==> src/rtl/ksu_pkg.sv <==
package ksu_pkg;
   localparam int LOCK_BIT   = 0;
   localparam int OWEN_BIT   = 1;
   localparam int OPROG_BIT  = 2;
   localparam int OERASE_BIT = 3;
   localparam int RELOAD_BIT = 4;
   localparam int GEN_LSB    = 8;

   typedef enum logic {
      KS_IDLE  = 1'b0,
      KS_ARMED = 1'b1
   } key_state_e;

   localparam int NUM_SEQ  = 2;
   localparam int SEQ_MAIN = 0;
   localparam int SEQ_OPT  = 1;
endpackage

==> src/rtl/ksu_addr_decode.sv <==
module ksu_addr_decode #(
   parameter int ADDR_W   = 8,
   parameter int CTRL_OFS = 0,
   parameter int KEY_OFS  = 4,
   parameter int OKEY_OFS = 8
) (
   input  logic              wr_en,
   input  logic              rd_en,
   input  logic [ADDR_W-1:0] addr,
   output logic              wr_ctrl,
   output logic              wr_key,
   output logic              wr_okey,
   output logic              rd_ctrl
);
   localparam logic [ADDR_W-1:0] A_CTRL = ADDR_W'(CTRL_OFS);
   localparam logic [ADDR_W-1:0] A_KEY  = ADDR_W'(KEY_OFS);
   localparam logic [ADDR_W-1:0] A_OKEY = ADDR_W'(OKEY_OFS);

   always_comb begin
      wr_ctrl = wr_en && (addr == A_CTRL);
      wr_key  = wr_en && (addr == A_KEY);
      wr_okey = wr_en && (addr == A_OKEY);
      rd_ctrl = rd_en && (addr == A_CTRL);
   end
endmodule

==> src/rtl/ksu_key_seq.sv <==
module ksu_key_seq
   import ksu_pkg::*;
#(
   parameter int              DATA_W = 32,
   parameter logic [DATA_W-1:0] KEY_A = DATA_W'(32'h4567_0123),
   parameter logic [DATA_W-1:0] KEY_B = DATA_W'(32'hCDEF_89AB)
) (
   input  logic              clk,
   input  logic              rst_n,
   input  logic              en,
   input  logic              clr,
   input  logic              key_wr,
   input  logic              other_wr,
   input  logic [DATA_W-1:0] wdata,
   output logic              seq_ok,
   output logic              seq_bad,
   output logic              armed
);
   key_state_e st_q, st_d;

   always_comb begin
      st_d    = st_q;
      seq_ok  = 1'b0;
      seq_bad = 1'b0;
      if (clr) begin
         st_d = KS_IDLE;
      end else if (key_wr && en) begin
         if (st_q == KS_IDLE) begin
            if (wdata == KEY_A) st_d = KS_ARMED;
            else                seq_bad = 1'b1;
         end else begin
            st_d = KS_IDLE;
            if (wdata == KEY_B) seq_ok  = 1'b1;
            else                seq_bad = 1'b1;
         end
      end else if (other_wr) begin
         st_d = KS_IDLE;
      end
   end

   always_ff @(posedge clk or negedge rst_n) begin
      if (!rst_n) st_q <= KS_IDLE;
      else        st_q <= st_d;
   end

   assign armed = (st_q == KS_ARMED);
endmodule

==> src/rtl/ksu_ctrl_reg.sv <==
module ksu_ctrl_reg
   import ksu_pkg::*;
#(
   parameter int DATA_W = 32,
   parameter int GEN_W  = 8
) (
   input  logic              clk,
   input  logic              rst_n,
   input  logic              wr,
   input  logic [DATA_W-1:0] wdata,
   input  logic              main_ok,
   input  logic              main_bad,
   input  logic              opt_ok,
   input  logic              opt_bad,
   output logic [DATA_W-1:0] ctrl_q,
   output logic              lock,
   output logic              owen
);
   logic             lock_q, owen_q, oprog_q, oerase_q, reload_q;
   logic [GEN_W-1:0] gen_q;

   always_ff @(posedge clk or negedge rst_n) begin
      if (!rst_n) begin
         lock_q   <= 1'b1;
         owen_q   <= 1'b0;
         oprog_q  <= 1'b0;
         oerase_q <= 1'b0;
         reload_q <= 1'b0;
         gen_q    <= '0;
      end else if (main_bad) begin
         lock_q <= 1'b1;
         owen_q <= 1'b0;
      end else if (main_ok) begin
         lock_q <= 1'b0;
      end else if (opt_ok) begin
         owen_q <= 1'b1;
      end else if (opt_bad) begin
         owen_q <= 1'b0;
      end else if (wr) begin
         reload_q <= wdata[RELOAD_BIT];
         if (!lock_q) begin
            gen_q <= wdata[GEN_LSB +: GEN_W];
            if (owen_q) begin
               oprog_q  <= wdata[OPROG_BIT];
               oerase_q <= wdata[OERASE_BIT];
            end
            if (wdata[LOCK_BIT]) begin
               lock_q <= 1'b1;
               owen_q <= 1'b0;
            end else if (!wdata[OWEN_BIT]) begin
               owen_q <= 1'b0;
            end
         end
      end
   end

   always_comb begin
      ctrl_q                      = '0;
      ctrl_q[LOCK_BIT]            = lock_q;
      ctrl_q[OWEN_BIT]            = owen_q;
      ctrl_q[OPROG_BIT]           = oprog_q;
      ctrl_q[OERASE_BIT]          = oerase_q;
      ctrl_q[RELOAD_BIT]          = reload_q;
      ctrl_q[GEN_LSB +: GEN_W]    = gen_q;
   end

   assign lock = lock_q;
   assign owen = owen_q;
endmodule

==> src/rtl/ksu_unlock_ctrl.sv <==
module ksu_unlock_ctrl
   import ksu_pkg::*;
#(
   parameter int              ADDR_W   = 8,
   parameter int              DATA_W   = 32,
   parameter int              GEN_W    = 8,
   parameter int              CTRL_OFS = 0,
   parameter int              KEY_OFS  = 4,
   parameter int              OKEY_OFS = 8,
   parameter logic [DATA_W-1:0] KEY_A  = DATA_W'(32'h4567_0123),
   parameter logic [DATA_W-1:0] KEY_B  = DATA_W'(32'hCDEF_89AB)
) (
   input  logic              clk,
   input  logic              rst_n,
   input  logic              wr_en,
   input  logic              rd_en,
   input  logic [ADDR_W-1:0] addr,
   input  logic [DATA_W-1:0] wdata,
   output logic [DATA_W-1:0] rdata,
   output logic              bus_err,
   output logic              lock_o,
   output logic              opt_wen_o
);
   localparam int MAX_OFS = 1 << ADDR_W;

   if (DATA_W < GEN_LSB + GEN_W) begin : g_bad_width
      $error("DATA_W too narrow for the control layout");
   end
   if (KEY_A == KEY_B) begin : g_bad_keys
      $error("the two key words must differ");
   end
   if (CTRL_OFS == KEY_OFS || CTRL_OFS == OKEY_OFS || KEY_OFS == OKEY_OFS) begin : g_bad_ofs
      $error("register offsets must be distinct");
   end
   if (CTRL_OFS >= MAX_OFS || KEY_OFS >= MAX_OFS || OKEY_OFS >= MAX_OFS) begin : g_bad_range
      $error("register offset outside the address range");
   end

   logic              wr_ctrl, wr_key, wr_okey, rd_ctrl;
   logic [DATA_W-1:0] ctrl_q;
   logic              lock, owen;
   logic              err_q;

   logic [NUM_SEQ-1:0] s_en, s_clr, s_wr, s_other, s_ok, s_bad, s_armed;

   ksu_addr_decode #(
      .ADDR_W  (ADDR_W),
      .CTRL_OFS(CTRL_OFS),
      .KEY_OFS (KEY_OFS),
      .OKEY_OFS(OKEY_OFS)
   ) dec_i (
      .wr_en  (wr_en),
      .rd_en  (rd_en),
      .addr   (addr),
      .wr_ctrl(wr_ctrl),
      .wr_key (wr_key),
      .wr_okey(wr_okey),
      .rd_ctrl(rd_ctrl)
   );

   assign s_wr[SEQ_MAIN]  = wr_key;
   assign s_en[SEQ_MAIN]  = 1'b1;
   assign s_clr[SEQ_MAIN] = 1'b0;
   assign s_wr[SEQ_OPT]   = wr_okey;
   assign s_en[SEQ_OPT]   = !lock;
   assign s_clr[SEQ_OPT]  = lock;

   for (genvar gi = 0; gi < NUM_SEQ; gi++) begin : g_seq
      assign s_other[gi] = wr_en && !s_wr[gi];
      ksu_key_seq #(
         .DATA_W(DATA_W),
         .KEY_A (KEY_A),
         .KEY_B (KEY_B)
      ) seq_i (
         .clk     (clk),
         .rst_n   (rst_n),
         .en      (s_en[gi]),
         .clr     (s_clr[gi]),
         .key_wr  (s_wr[gi]),
         .other_wr(s_other[gi]),
         .wdata   (wdata),
         .seq_ok  (s_ok[gi]),
         .seq_bad (s_bad[gi]),
         .armed   (s_armed[gi])
      );
   end

   ksu_ctrl_reg #(
      .DATA_W(DATA_W),
      .GEN_W (GEN_W)
   ) ctrl_i (
      .clk     (clk),
      .rst_n   (rst_n),
      .wr      (wr_ctrl),
      .wdata   (wdata),
      .main_ok (s_ok[SEQ_MAIN]),
      .main_bad(s_bad[SEQ_MAIN]),
      .opt_ok  (s_ok[SEQ_OPT]),
      .opt_bad (s_bad[SEQ_OPT]),
      .ctrl_q  (ctrl_q),
      .lock    (lock),
      .owen    (owen)
   );

   always_ff @(posedge clk or negedge rst_n) begin
      if (!rst_n) err_q <= 1'b0;
      else        err_q <= |s_bad;
   end

   always_comb begin
      rdata = '0;
      if (rd_ctrl) rdata = ctrl_q;
   end

   assign bus_err   = err_q;
   assign lock_o    = lock;
   assign opt_wen_o = owen;
endmodule

==> config.mk <==
export PLATFORM = sky130hd
export DESIGN_NAME = ksu_unlock_ctrl
export DESIGN_NICKNAME = d
export VERILOG_FILES = /design/src/rtl/ksu_pkg.sv /design/src/rtl/ksu_addr_decode.sv /design/src/rtl/ksu_key_seq.sv /design/src/rtl/ksu_ctrl_reg.sv /design/src/rtl/ksu_unlock_ctrl.sv
export SDC_FILE = /design/constraint.sdc
export NUM_CORES = 1
export LEC_CHECK = 0
export BUFFER_PORTS_ARGS = -buffer_cell sky130_fd_sc_hd__buf_2
export CORE_MARGIN = 1
export CORE_UTILIZATION = 40
export CTS_CLUSTER_SIZE = 25
export DETAILED_ROUTE_END_ITERATION = 8
export HOLD_SLACK_MARGIN = 0.05
export PLACE_DENSITY = 0.78
export SETUP_SLACK_MARGIN = 0.1
export SYNTH_ARGS = -nofsm -noshare
export SYNTH_HDL_FRONTEND = slang
export SYNTH_SLANG_ARGS = --single-unit
==> constraint.sdc <==
create_clock -name clk -period 1.94 [get_ports clk]
set_input_delay 0.194 -clock clk [delete_from_list [all_inputs] [get_ports clk]]
set_output_delay 0.194 -clock clk [all_outputs]
set_load 0.01 [all_outputs]
Word level (Yosys, flattened, before mapping)
Index checks and enable logic that the tools add are counted.

storage, ports and cells
  word-level logic and storage cells = 81
  register bits after elaboration = 16
  bits of input ports = 44
  output and inout port bits = 35

cells by class
  bitwise gates (word level) = 5
  reductions and logical operators = 21
  eq/ne operators = 9
  muxes and demuxes = 37

operators with widths
  cell                                                    count
  2-to-1 mux 1 bit                                        36
  == test 32 x 31 -> 1 bit (second input constant)        1
  == test 32 bit (second input constant)                  1
  2-to-1 mux 16 bit                                       1
  == test 8 x 3 -> 1 bit (second input constant)          1
  == test 8 x 4 -> 1 bit (second input constant)          1
  logical NOT 8 bit                                       1
  logical AND 1 bit                                       7
  AND reduction 7 bit                                     1
  inequality test 3 x 1 -> 1 bit (second input constant)  2
  AND reduction 6 bit                                     1
  nonzero test 3 bit                                      2
  inequality test 5 x 2 -> 1 bit (second input constant)  1
  inverter 1 bit                                          5
  AND reduction 5 bit                                     1
  inequality test 4 x 1 -> 1 bit (second input constant)  1
  AND reduction 4 bit                                     1
  nonzero test 4 bit                                      1
  logical NOT 1 bit                                       3
  AND reduction 3 bit                                     1
  inequality test 2 bit (second input constant)           1
  nonzero test 2 bit                                      1
  OR reduction 2 bit                                      1

Logic depth before layout (Yosys ltp)
  depth in word-level cells = 9
  depth in mapped cells = 5
  mapped depth without buffers = 5

Modules after synthesis
Synthesis repeated with hierarchy kept, for this count alone.

unflattened totals
  cell total of the unflattened synthesis = 167
  area total of the unflattened synthesis = 1487.7 µm²

by module, submodules not included
  module           seq. area each (µm²)  instances  cells each  area each (µm²)
  ksu_ctrl_reg     326.6                 1          63          735.7
  ksu_key_seq      25.0                  2          27          188.9
  ksu_unlock_ctrl  25.0                  1          42          310.3
  ksu_addr_decode  0.0                   1          8           63.8

Worst setup path after synthesis
No wires, ideal clock.

  kind = input port to flip-flop
  from = input port wdata[3]
  to = register ctrl_i.owen_q (netlist: ctrl_i.owen)
  path buffers = 0
  data required time = 1.854 ns
  stages on the path = 5
  setup slack = 0.353 ns
  arrival time = 1.501 ns
  path through = nor4_2 -> nand2_1 -> or4_4 -> a221o_1 -> o221ai_2

on the way
  longest elaborated chain between the ends = 9

RTL lines
  item                                                        line                                  source
  start: declaration                                          ksu_unlock_ctrl.sv:18                 input logic [DATA_W-1:0] wdata,
  == test 32 x 31 -> 1 bit or == test 32 bit (tied branches)  ksu_key_seq.sv:29, ksu_key_seq.sv:33
  2-to-1 mux 1 bit (on tied branches)                         ksu_key_seq.sv:29, ksu_key_seq.sv:33
  2-to-1 mux 1 bit                                            ksu_key_seq.sv:28                     if (st_q == KS_IDLE) begin
  2-to-1 mux 1 bit                                            ksu_key_seq.sv:27                     end else if (key_wr && en) begin
  2-to-1 mux 1 bit                                            ksu_key_seq.sv:25                     if (clr) begin
  2-to-1 mux 1 bit                                            ksu_ctrl_reg.sv:37                    end else if (opt_bad) begin
  2-to-1 mux 1 bit                                            ksu_ctrl_reg.sv:35                    end else if (opt_ok) begin
  2-to-1 mux 1 bit                                            ksu_ctrl_reg.sv:33                    end else if (main_ok) begin
  2-to-1 mux 1 bit                                            ksu_ctrl_reg.sv:30                    end else if (main_bad) begin
  end signal: assignment                                      ksu_ctrl_reg.sv:32                    owen_q <= 1'b0;
  end signal: assignment                                      ksu_ctrl_reg.sv:36                    owen_q <= 1'b1;
  end signal: assignment                                      ksu_ctrl_reg.sv:38                    owen_q <= 1'b0;
  end: declaration                                            ksu_ctrl_reg.sv:19                    logic lock_q, owen_q, oprog_q, oerase_q, reload_q;

Parallel ways exist; a longest one is shown, timed or not. The select of a mux whose other input is x is not followed.
A chain may end at the register's enable or synchronous reset.

Final worst setup path
  from = register ctrl_i.lock_q (netlist: ctrl_i.lock)
  to = register ctrl_i.gen_q[1]

on the way
  longest elaborated chain between the ends = 6

RTL lines
  item                               line                source
  start: declaration                 ksu_ctrl_reg.sv:19
  start signal: assignment           ksu_ctrl_reg.sv:24  lock_q <= 1'b1;
  start signal: assignment           ksu_ctrl_reg.sv:31  lock_q <= 1'b1;
  start signal: assignment           ksu_ctrl_reg.sv:34  lock_q <= 1'b0;
  logical NOT 1 bit                  n/a
  logical AND 1 bit                  ksu_key_seq.sv:27
  2-to-1 mux 1 bit                   ksu_key_seq.sv:27
  2-to-1 mux 1 bit                   ksu_key_seq.sv:25
  inverter 1 bit (no line)           n/a
  AND reduction 6 bit (no line) (*)  n/a
  end signal: assignment             ksu_ctrl_reg.sv:42  gen_q <= wdata[GEN_LSB +: GEN_W];
  end: declaration                   ksu_ctrl_reg.sv:20  logic [GEN_W-1:0] gen_q;

Every way passes the cells marked *; elsewhere a longest branch is shown, timed or not.

==> summary.md <==
| Metric | Value |
|---|---|
| Crit-path leading delay family | `simple AND/OR/NAND/NOR gates` |
| First-pass GRT wire length | `4090 microns` |
| Worst path slowest cell | `dfstp_2` |
| Crit path DAT | `1900 ps` |
| Maximum clock path buffer count | `2` |
| Critical Path RT | `2120 ps` |
| Power Dens Cells | `499 nW/um^2` |
| Seq/Total Area, Yosys | `0.357` |
| Drt drc | `0` |
| Worst-path cell chain | `nor3b_1, and3_1, buf_4, mux2_2` |
| GR Overflow Total | `0` |
| Starting Density | `0.438` |
| DIE WIDTH | `55.0 microns` |
| Final wirelength | `2830 microns` |
| Most frequent cell after synthesis | `buf_4` |
| Fraction of layout cells with a size suffix above 1 | `0.464` |
| Worst skew pair latency | `280 ps` |
| Design Area, Final | `1440 sq um` |
| Gp weighted congestion | `0.883` |
| Max incr delay on CP | `400 ps` |
| Sum Neg Setup Slack | `0 ps` |
| FP Rows | `18` |
| CP Depth | `4` |
| Vias in the first global route | `981` |
| Hold path depth | `2` |
| Clock Power Share | `0.311` |
| Largest net degree at the start of global routing | `17` |
| Top sig layer | `met4` |
| Dominant cell type by area after synthesis | `dfrtp_1` |
| Reg power frac | `0.512` |
| Initial antenna violation count | `0` |
| Pint | `526 uW` |
| Synth top area cells | `dfrtp_1, buf_4, mux2_2, and3_1, nand4_1` |
| Lkg Pwr | `0.802 nW` |
| FF-to-FF path depth | `4` |
| CP Capture Type | `register` |
| Die ar. | `3030 sq um` |
| Pins Over Slew Limit | `0` |
| Met3 wire length | `252 microns` |
| CTS clk-pin slew, worst paths | `100 ps` |
| Post-synth ARST share | `1.00` |
| Max Freq | `582 MHz` |
| Min Clock Period, post-route | `1720 ps` |
| All-Layer GR Usage | `0.198` |
| Crit-path max FO | `5` |
| Placement Cell Area | `1390 sq um` |
| Status | `finished, final reports clean` |
| Post-route ant nets | `0` |
| Sw Share | `0.268` |
| Combinational share of power | `0.177` |
| Vias | `1088` |
| CTS tree | `built` |
| CTS Root Cell | `clkbuf_4` |
| TritonCTS Buffers | `3` |
| WL met1 | `1210 microns` |
| Drt wl/cell | `13.6 microns` |
| Post-synth top flop | `dfrtp_1` |
| Yosys top cell area share | `0.334` |
| Final hold slack | `148 ps` |
| HPWL Detailed | `2260 microns` |
| Tcrit/Tclk final | `0.886` |
| CTS sink cnt | `16` |
| Synthesis warning total | `0` |
| Max_cap viols | `0` |
| Vias per std cell | `5.21` |
| Antenna cells | `0` |
| Core footprint | `2570 sq um` |
| Count of input and output buffers | `59` |
| DIE HEIGHT | `55.0 microns` |
| Mapped Area | `1120 sq um` |
| Buf/Inv on CP | `1` |
| Final Hold Viols | `0` |
| Overall Power | `718 uW` |
| RSZ-0062 raised after global routing | `no` |
| Syn_area_per_cell | `9.61 sq um` |
| H-tree Lvls | `1` |
| I/O pin total | `79` |
| Met2 wire length | `1360 microns` |
| Worst Clk Skew | `0.757 ps` |
| 1st-pass router iterations | `4` |
| Worst VDD drop | `0.000418 V` |
| Critical path type | `register to register` |
| Top post-synthesis cells by count | `buf_4, dfrtp_1, and3_1, mux2_2, nand2_1` |
| Setup violators final | `0` |
| Synth Register Bits | `16` |
| P_sw | `192 uW` |
| Nets | `224` |
| Number of synthesized flops with an enable pin | `0` |
| Hold Path Class | `input port to register` |
| Count of cell types in the netlist | `33` |
| Crit start category | `register` |
| Post-CTS Setup Inserts | `0` |
| Cell count after synthesis | `117` |
| DR iter-0 viols | `17` |
| Synth-to-Final Area Change | `28.0%` |
[metal layers]
layer / vias up / track usage
met3: 2 / 0.0273
met4: 0 / 0.0875
met1: 502 / 0.234
li1: 519 / -
met2: 65 / 0.353
met5: - / 0
[cell type report]
cell class,instances,area [sq um]
inverters,4,15.0
multi-input cells,93,629
fillers,238,1130
well taps,30,37.5
repair buffers,62,320
clock buffers,4,36.3
flip-flops and latches,16,402
[registers in the layout, summed over array words and instances (netlist names)]
register	count
bus_err	1
ctrl_i.gen_q	8
ctrl_i.lock	1
ctrl_i.oerase_q	1
ctrl_i.oprog_q	1
ctrl_i.owen	1
ctrl_i.reload_q	1
g_seq.seq_i.armed	2
[logic make-up (layout without fill, tap and decap cells)]
kind of cell / count (synthesis) / after routing / share of synthesized area
mux: 11 / 11 / 0.110
flops: 16 / 16 / 0.357
other cells: 1 / 19 / 0.00333
buf+inv: 26 / 70 / 0.151
simple gates: 52 / 52 / 0.294
compound gates: 11 / 11 / 0.0845
[per-stage QoR]
step	utilization	std cells	setup slack [ps]
floorplan	-	135	353
global placement	0.539	204	146
detailed placement	0.539	204	93.0
CTS	0.558	209	224
global route	0.561	209	101
finish	0.561	209	221
[final timing paths]
path / slack (ps) / from / to
worst max-delay path: 220 / ctrl_i.lock$_DFFE_PN1P_ / ctrl_i.gen_q[1]$_DFFE_PN0P_
worst min-delay path: 150 / wdata[8] / ctrl_i.gen_q[0]$_DFFE_PN0P_
worst max register to register: 220 / ctrl_i.lock$_DFFE_PN1P_ / ctrl_i.gen_q[1]$_DFFE_PN0P_
worst min register to register: 500 / ctrl_i.reload_q$_DFFE_PN0P_ / ctrl_i.reload_q$_DFFE_PN0P_
max in group asynchronous: 1290 / rst_n / ctrl_i.lock$_DFFE_PN1P_
min in group asynchronous: 350 / rst_n / ctrl_i.gen_q[3]$_DFFE_PN0P_
[cell usage in the layout (no fill, tap or decap), types with 2 or more instances in the layout]
master	count
o21bai_1	2
or3_1	2
nand3_1	2
o21a_1	2
nor3_1	4
nor4_2	2
and3_1	14
nand4_1	6
inv_1	4
nor2_1	5
nand2_1	7
buf_2	59
clkbuf_4	3
buf_4	2
conb_1	19
nor4bb_1	2
mux2_2	11
dfrtp_1	15
[worst reg2reg max path, stage by stage, from the launching register on]
cell and delay (ps):
dfstp_2 400, nor3b_1 320, and3_1 360, buf_4 200, mux2_2 330
[power by group through the flow]
stage / clock network [mW] / logic, mW / registers, mW
2_1_floorplan: 0 / 0.0769 / 0.372
4_1_cts: 0.236 / 0.126 / 0.368
3_3_place_gp: 0 / 0.121 / 0.373
5_1_grt: 0.247 / 0.146 / 0.371
6_report: 0.223 / 0.127 / 0.368
3_5_place_dp: 0 / 0.124 / 0.375
[timing repair]
| action | CTS | global route |
|---|---|---|
| hold buffers | 1 | 0 |
| endpoints found under the setup margin | 0 | 1 |
| endpoints found under the hold margin | 15 | 0 |
| gates resized for setup | 0 | 1 |
Note: power is estimated with default switching activity, not from simulation.
